[src/rtl/agu_pkg.sv]
package agu_pkg;

    typedef enum logic [2:0] {
        AK_PLAIN    = 3'd0,
        AK_POST_INC = 3'd1,
        AK_POST_DEC = 3'd2,
        AK_PRE_INC  = 3'd3,
        AK_PRE_DEC  = 3'd4,
        AK_OFFSET   = 3'd5
    } agu_kind_e;

    typedef enum logic [1:0] {
        AM_LINEAR = 2'b00,
        AM_CIRC0  = 2'b01
    } agu_mode_e;

    typedef enum logic {
        ST_IDLE = 1'b0,
        ST_RESP = 1'b1
    } agu_state_e;

endpackage

[src/rtl/agu_mode_dec.sv]
module agu_mode_dec #(
    parameter int ADDR_W     = 32,
    parameter int CFG_W      = 32,
    parameter int IDX_W      = 4,
    parameter int FIRST_CIRC = 4,
    parameter int NUM_CIRC   = 4,
    parameter int SIZE_LSB   = 16,
    parameter int SIZE_W     = 5
) (
    input  logic              clk,
    input  logic              rst_n,
    input  logic              chk_vld,
    input  logic [CFG_W-1:0]  cfg,
    input  logic              side,
    input  logic [IDX_W-1:0]  idx,
    output logic              circ_en,
    output logic [ADDR_W-1:0] wrap_mask
);
    import agu_pkg::*;

    localparam int SLOTS     = 2 * NUM_CIRC;
    localparam int LAST_CIRC = FIRST_CIRC + NUM_CIRC - 1;
    localparam int SLOT_W    = (SLOTS > 1) ? $clog2(SLOTS) : 1;

    logic [SLOTS-1:0]  slot_circ;
    logic [SIZE_W-1:0] blk_n;
    logic              idx_ok;
    logic [SLOT_W-1:0] slot_sel;

    // one mode field per eligible pointer, bank A slots first
    for (genvar s = 0; s < SLOTS; s++) begin : g_slot
        assign slot_circ[s] = (cfg[2*s +: 2] == AM_CIRC0);
    end

    assign blk_n = cfg[SIZE_LSB +: SIZE_W];

    // block of 2^(N+1) bytes: bits 0..N may change
    for (genvar b = 0; b < ADDR_W; b++) begin : g_mask
        assign wrap_mask[b] = (32'(b) <= 32'(blk_n));
    end

    always_comb begin
        idx_ok   = (32'(idx) >= 32'(FIRST_CIRC)) && (32'(idx) <= 32'(LAST_CIRC));
        slot_sel = SLOT_W'(32'(side) * NUM_CIRC + 32'(idx) - 32'(FIRST_CIRC));
        circ_en  = idx_ok && slot_circ[slot_sel];
    end

    AST_LINEAR_OUTSIDE: assert property (@(posedge clk) disable iff (!rst_n)
        chk_vld && ((32'(idx) < 32'(FIRST_CIRC)) || (32'(idx) > 32'(LAST_CIRC))) |-> !circ_en);

endmodule

[src/rtl/agu_arith.sv]
module agu_arith #(
    parameter int ADDR_W = 32,
    parameter int DISP_W = 15
) (
    input  logic [ADDR_W-1:0] ptr,
    input  logic              has_disp,
    input  logic [DISP_W-1:0] disp,
    input  logic [2:0]        kind,
    input  logic              circ_en,
    input  logic [ADDR_W-1:0] wrap_mask,
    output logic [ADDR_W-1:0] eff_addr,
    output logic [ADDR_W-1:0] new_ptr,
    output logic              wb_en
);
    import agu_pkg::*;

    logic [ADDR_W-1:0] d_eff;
    logic [ADDR_W-1:0] sum_up;
    logic [ADDR_W-1:0] sum_dn;
    logic [ADDR_W-1:0] keep_mask;
    logic [ADDR_W-1:0] mod_up;
    logic [ADDR_W-1:0] mod_dn;

    always_comb begin
        d_eff     = has_disp ? ADDR_W'(disp) : ADDR_W'(1);
        sum_up    = ptr + d_eff;
        sum_dn    = ptr - d_eff;
        keep_mask = circ_en ? ~wrap_mask : '0;
        mod_up    = (ptr & keep_mask) | (sum_up & ~keep_mask);
        mod_dn    = (ptr & keep_mask) | (sum_dn & ~keep_mask);
    end

    always_comb begin
        unique case (kind)
            AK_POST_INC: begin eff_addr = ptr;    new_ptr = mod_up; wb_en = 1'b1; end
            AK_POST_DEC: begin eff_addr = ptr;    new_ptr = mod_dn; wb_en = 1'b1; end
            AK_PRE_INC:  begin eff_addr = mod_up; new_ptr = mod_up; wb_en = 1'b1; end
            AK_PRE_DEC:  begin eff_addr = mod_dn; new_ptr = mod_dn; wb_en = 1'b1; end
            AK_OFFSET:   begin eff_addr = mod_up; new_ptr = ptr;    wb_en = 1'b0; end
            default:     begin eff_addr = ptr;    new_ptr = ptr;    wb_en = 1'b0; end
        endcase
    end

endmodule

[src/rtl/agu_addr_gen.sv]
module agu_addr_gen #(
    parameter int ADDR_W     = 32,
    parameter int DISP_W     = 15,
    parameter int IDX_W      = 4,
    parameter int CFG_W      = 32,
    parameter int FIRST_CIRC = 4,
    parameter int NUM_CIRC   = 4,
    parameter int SIZE_LSB   = 16,
    parameter int SIZE_W     = 5
) (
    input  logic              clk,
    input  logic              rst_n,
    input  logic              req_vld,
    input  logic [2:0]        req_kind,
    input  logic              req_has_disp,
    input  logic [DISP_W-1:0] req_disp,
    input  logic              req_side,
    input  logic [IDX_W-1:0]  req_idx,
    input  logic [ADDR_W-1:0] req_ptr,
    input  logic [CFG_W-1:0]  amc_cfg,
    output logic              rsp_vld,
    output logic [ADDR_W-1:0] rsp_addr,
    output logic [ADDR_W-1:0] rsp_ptr,
    output logic              rsp_wb
);
    import agu_pkg::*;

    agu_state_e        state_q, state_d;
    logic              circ_en;
    logic [ADDR_W-1:0] wrap_mask;
    logic [ADDR_W-1:0] eff_addr;
    logic [ADDR_W-1:0] new_ptr;
    logic              wb_en;

    agu_mode_dec #(
        .ADDR_W(ADDR_W), .CFG_W(CFG_W), .IDX_W(IDX_W),
        .FIRST_CIRC(FIRST_CIRC), .NUM_CIRC(NUM_CIRC),
        .SIZE_LSB(SIZE_LSB), .SIZE_W(SIZE_W)
    ) u_dec (
        .clk(clk), .rst_n(rst_n), .chk_vld(req_vld),
        .cfg(amc_cfg), .side(req_side), .idx(req_idx),
        .circ_en(circ_en), .wrap_mask(wrap_mask)
    );

    agu_arith #(.ADDR_W(ADDR_W), .DISP_W(DISP_W)) u_arith (
        .ptr(req_ptr), .has_disp(req_has_disp), .disp(req_disp),
        .kind(req_kind), .circ_en(circ_en), .wrap_mask(wrap_mask),
        .eff_addr(eff_addr), .new_ptr(new_ptr), .wb_en(wb_en)
    );

    // next state: T_ACCEPT, T_CHAIN, T_DRAIN
    always_comb begin
        unique case (state_q)
            ST_IDLE: state_d = req_vld ? ST_RESP : ST_IDLE;
            ST_RESP: state_d = req_vld ? ST_RESP : ST_IDLE;
            default: state_d = ST_IDLE;
        endcase
    end

    always_ff @(posedge clk) begin
        if (!rst_n) state_q <= ST_IDLE;
        else        state_q <= state_d;
    end

    // output registers, loaded on every accepted request
    always_ff @(posedge clk) begin
        if (!rst_n) begin
            rsp_addr <= '0;
            rsp_ptr  <= '0;
            rsp_wb   <= 1'b0;
        end else if (req_vld) begin
            rsp_addr <= eff_addr;
            rsp_ptr  <= new_ptr;
            rsp_wb   <= wb_en;
        end
    end

    assign rsp_vld = (state_q == ST_RESP);

    AST_PLAIN_UNCHANGED: assert property (@(posedge clk) disable iff (!rst_n)
        req_vld && req_kind == AK_PLAIN |=> !rsp_wb && rsp_addr == $past(req_ptr) && rsp_ptr == $past(req_ptr));
    AST_POST_OLD_ADDR: assert property (@(posedge clk) disable iff (!rst_n)
        req_vld && (req_kind == AK_POST_INC || req_kind == AK_POST_DEC) |=> rsp_wb && rsp_addr == $past(req_ptr));
    AST_PRE_ADDR_IS_PTR: assert property (@(posedge clk) disable iff (!rst_n)
        req_vld && (req_kind == AK_PRE_INC || req_kind == AK_PRE_DEC) |=> rsp_wb && rsp_addr == rsp_ptr);
    AST_OFFSET_NO_WB: assert property (@(posedge clk) disable iff (!rst_n)
        req_vld && req_kind == AK_OFFSET |=> !rsp_wb && rsp_ptr == $past(req_ptr));
    AST_CIRC_UPPER_KEPT: assert property (@(posedge clk) disable iff (!rst_n)
        req_vld && circ_en |=> ((rsp_ptr ^ $past(req_ptr)) & ~$past(wrap_mask)) == '0
                            && ((rsp_addr ^ $past(req_ptr)) & ~$past(wrap_mask)) == '0);
    AST_RESP_TIMING: assert property (@(posedge clk) disable iff (!rst_n)
        req_vld |=> rsp_vld);
    AST_HOLD_IDLE: assert property (@(posedge clk) disable iff (!rst_n)
        !req_vld |=> !rsp_vld && $stable(rsp_addr) && $stable(rsp_ptr) && $stable(rsp_wb));

endmodule

[config.mk]
export PLATFORM = sky130hd
export DESIGN_NAME = agu_addr_gen
export DESIGN_NICKNAME = d
export VERILOG_FILES = /design/src/rtl/agu_pkg.sv /design/src/rtl/agu_mode_dec.sv /design/src/rtl/agu_arith.sv /design/src/rtl/agu_addr_gen.sv
export SDC_FILE = /design/constraint.sdc
export NUM_CORES = 1
export LEC_CHECK = 0
export BUFFER_PORTS_ARGS = -buffer_cell sky130_fd_sc_hd__buf_2
export CORE_UTILIZATION = 50
export DETAILED_ROUTE_END_ITERATION = 12
export PLACE_DENSITY = 0.75
export SLEW_MARGIN = 15
export SYNTH_ARGS = -nofsm -noshare
export SYNTH_HDL_FRONTEND = slang
export SYNTH_SLANG_ARGS = --single-unit
[constraint.sdc]
create_clock -name clk -period 7.1 [get_ports clk]
set_input_delay 0.355 -clock clk [delete_from_list [all_inputs] [get_ports clk]]
set_output_delay 0.355 -clock clk [all_outputs]
set_load 0.01 [all_outputs]
==> impl_results.md <==
* Status: complete, no violations
* Worst-path clk slew at around 0.060 ns
* Final instance area at around 7600 um^2
* Cts hold-fix bufs at 0
* DRT Wirelength at 24000 um
* Switching share of total power at 0.356
* Post-Syn Nets at between 1000 and 1500
* Worst Reg-to-Reg Cells at 3
* CTS Buf Count at 9
* Sequential share of power at 0.316
* Nets at 1156
* Clock power frac at 0.357
* Compound-gate portion of the synthesized area at 0.317
* Die X at 117 um
* Leading cell type in the layout, fill and taps excluded: buf_2
* Dominant cell type by area after synthesis: dfxtp_1
* Total gr overflow at 0
* Layout area overhead at 15.8%
* I/O pin cnt at 157
* #FFs+latches synth at 66
* First-pass GRT wire length at 36300 um
* Dpl cell area at between 7000 and 8000 um^2
* GP Congestion at 1.00
* Port buffer count at between 100 and 150
* Main combinational cell family by area after synthesis: compound AO/OA/AOI/OAI gates
* Post-DP HPWL at 17100 um
* Hold WC Path Type: in2reg
* Routed wire length per instance at roughly 20 um
* Die area at 13600 um^2
* Crit path time final at 3.46 ns
* RSZ-0062 raised after global routing: false
* Height of the die at 117 um
* Gr usage total at 0.354
* Antenna violations before repair at 0
* Worst Hold Endpoint: rsp_addr[0]
* Final slew viol count at 0
* Iteration-0 DRC count of the detailed router at 857
* Reg2Reg Setup Slack at about 6.1 ns
* Final ANT Viol Nets at 0
* Clock Latency Late Sink at 0.35 ns
* XOR/XNOR Fraction of Synth Area at 0.0400
* Synth unique cells at 74
* Achievable frequency at 289 MHz
* Async S/R FF share, synth at 0
* 1st-pass router iterations at 8
* Hold Startpoint: req_ptr[0]
* Period utilization at 0.488
* Cell-internal power at 0.000847 W
* Final setup viols at 0
* NetSw at about 0.00047 W
* Top cells by area, synth: dfxtp_1 (20%), o21ai_0 (7.9%), ha_1 (6.1%)
* Largest net degree at the start of global routing at 68
* Clk_skew at 0 ns
* Root Driver: clkbuf_16
* Post-CTS sizing at 0
* Max incr delay on CP at 0.51 ns
* Vias in the first global route at 6761
* Maximum VDD drop at 0.000108 V
* Clock Tree Buf Depth at 2
* Max-Cap Viols at 0
* Worst path slowest cell: o21a_1
* RR Startpoint: rsp_ptr[13]
* Layout cells sized above 1 at 0.197
* EDFF count, synth at 0
* Logic pwr share at 0.327
* WHS Path Cells at 3
* Worst setup SP type: input port
* Area of the core at 12700 um^2
* Nature of the critical path endpoint: register
* Row count at 41
* Post-Syn Instances at 937
* Post-synthesis adder-cell area fraction at 0.0671
* Number of hold violations in the final report at 0
* Syn Std Cell Area at 6560 um^2
* PD cells at 173 nW/um^2
* CTS tree: yes
* Pin slew with the least headroom to its limit at 1.14 ns
* Slew margin rel. at 0.238
* N_diodes at 0
* H-tree depth reported by CTS at 3
* Crit path max-delay family: compound AO/OA/AOI/OAI gates
* Effective utilization at floorplan at 0.516
* Cell chain of the critical path: buf_2, nand2b_1, ha_1, fa_1, nand2b_1, a211oi_1, o311a_1, a21oi_1, o21a_1, nor3_1, or3_1, a32o_1
* # DRC at 0
* Critical Path RT at 7.35 ns
* Crit Path Class: in2reg
* Mapped Avg Cell Area at 7.00 um^2
* Leak Pwr at 3.20 nW
* Via count at 7762
* Most used cell, CP: nand2b_1
* Post-synthesis mux area share at 0.0370
* Crit-path max FO at 15
* Bufs and invs on worst path at 1
* Leading cell types in the layout, fill and taps excluded: buf_2 (145), o21ai_0 (103), nand2_1 (100), nor2_1 (66), dfxtp_1 (66)
* Simple-gate area share of the yosys netlist at 0.277
* Synth warn at 0
* Drt via density at 6.43
* RR Endpoint: rsp_ptr[13]
* Post-synth top flop: dfxtp_1
* Setup bufs post-CTS at 0
* Area share of the largest cell type after synthesis at 0.201
* Total negative slack at 0 ns
* Sequential cell area fraction in the yosys report at 0.201
* Arrival time at the worst endpoint at 3.71 ns
* Sink Count at between 60 and 70
## sequential cells by signal, summed over array words and instances (netlist names)
register / cells
rsp_ptr: 32
rsp_addr: 32
rsp_wb: 1
rsp_vld: 1
## worst reg2reg max path: cells and delay by family, from the launching register on
family	cells	cell delay, ns
simple gates	1	0.32
compound gates	2	0.20
flops	1	0.37
## area by class of cell
type | instances | area, um^2
multi-input combinational | 770 | 4860
sequential | 66 | 1320
clock buffer | 11 | 253
timing repair buffer | 152 | 778
fill | 1260 | 5120
tap | 172 | 215
clock inverter | 5 | 52.6
inverter | 32 | 120
## logic make-up after synthesis
| kind of cell | count (synthesis) |
|---|---|
| flops | 66 |
| xor+xnor | 30 |
| compound gates | 327 |
| buf+inv | 101 |
| fa+ha+maj | 34 |
| simple gates | 358 |
| mux | 21 |
## power groups by stage
stage | clock network [W] | registers (W) | logic, W
after global placement | 0 | 0.000422 | 0.000415
after global routing | 0.000484 | 0.000418 | 0.000468
final | 0.000470 | 0.000415 | 0.000430
after detailed placement | 0 | 0.000423 | 0.000417
after CTS | 0.000472 | 0.000415 | 0.000420
after floorplan | 0 | 0.000435 | 0.000266
## synth_stat cells, types with 7 or more instances
| master | count |
|---|---|
| o211ai_1 | 10 |
| nor3_1 | 27 |
| nand4_1 | 8 |
| nand3b_1 | 8 |
| o31a_1 | 9 |
| or2_2 | 13 |
| o22ai_1 | 8 |
| a31oi_1 | 30 |
| or4_1 | 9 |
| nand2b_1 | 17 |
| a21oi_1 | 64 |
| o21ai_0 | 103 |
| nor2b_1 | 19 |
| ha_1 | 32 |
| nand2_1 | 100 |
| or3_1 | 7 |
| nand3_1 | 33 |
| nor4_1 | 15 |
| o21a_1 | 12 |
| mux2i_1 | 13 |
| inv_1 | 30 |
| o21ai_1 | 7 |
| a41oi_1 | 15 |
| xor2_1 | 11 |
| clkbuf_1 | 60 |
| dfxtp_1 | 66 |
| xnor2_1 | 19 |
| and3_1 | 9 |
| a21o_1 | 9 |
| nor2_1 | 68 |
| and2_1 | 9 |
## metrics by stage
stage | power [W] | hold slack (ns) | setup WS [ns] | util | std cells
finish | 0.00132 | 0.298 | 3.64 | 0.597 | 1208
global route | 0.00137 | 0.318 | 3.45 | 0.597 | 1208
CTS | 0.00131 | 0.296 | 3.69 | 0.597 | 1208
detailed placement | 0.000839 | 0.440 | 3.33 | 0.573 | 1192
global placement | 0.000836 | 0.437 | 3.36 | 0.573 | 1192
floorplan | 0.000701 | 0.472 | 4.07 | - | 937
## metal layers
layer	vias up	GRT usage	share of wire
met5	-	0	0
met4	0	0.164	0.034
met3	55	0.0597	0.096
met2	462	0.561	0.44
met1	3594	0.470	0.43
li1	3651	-	-
## how the worst max path moves through the flow
stage	slack, ns	cells after the start	to	from
2_1_floorplan	4.07	13	rsp_addr[28]	req_has_disp
3_3_place_gp	3.36	12	rsp_addr[20]	req_has_disp
3_5_place_dp	3.33	12	rsp_addr[20]	req_has_disp
4_1_cts	3.69	12	rsp_addr[20]	req_has_disp
5_1_grt	3.45	12	rsp_addr[20]	req_has_disp
6_report	3.64	12	rsp_addr[20]	req_has_disp
No activity file was read; power rests on OpenSTA's default activity.
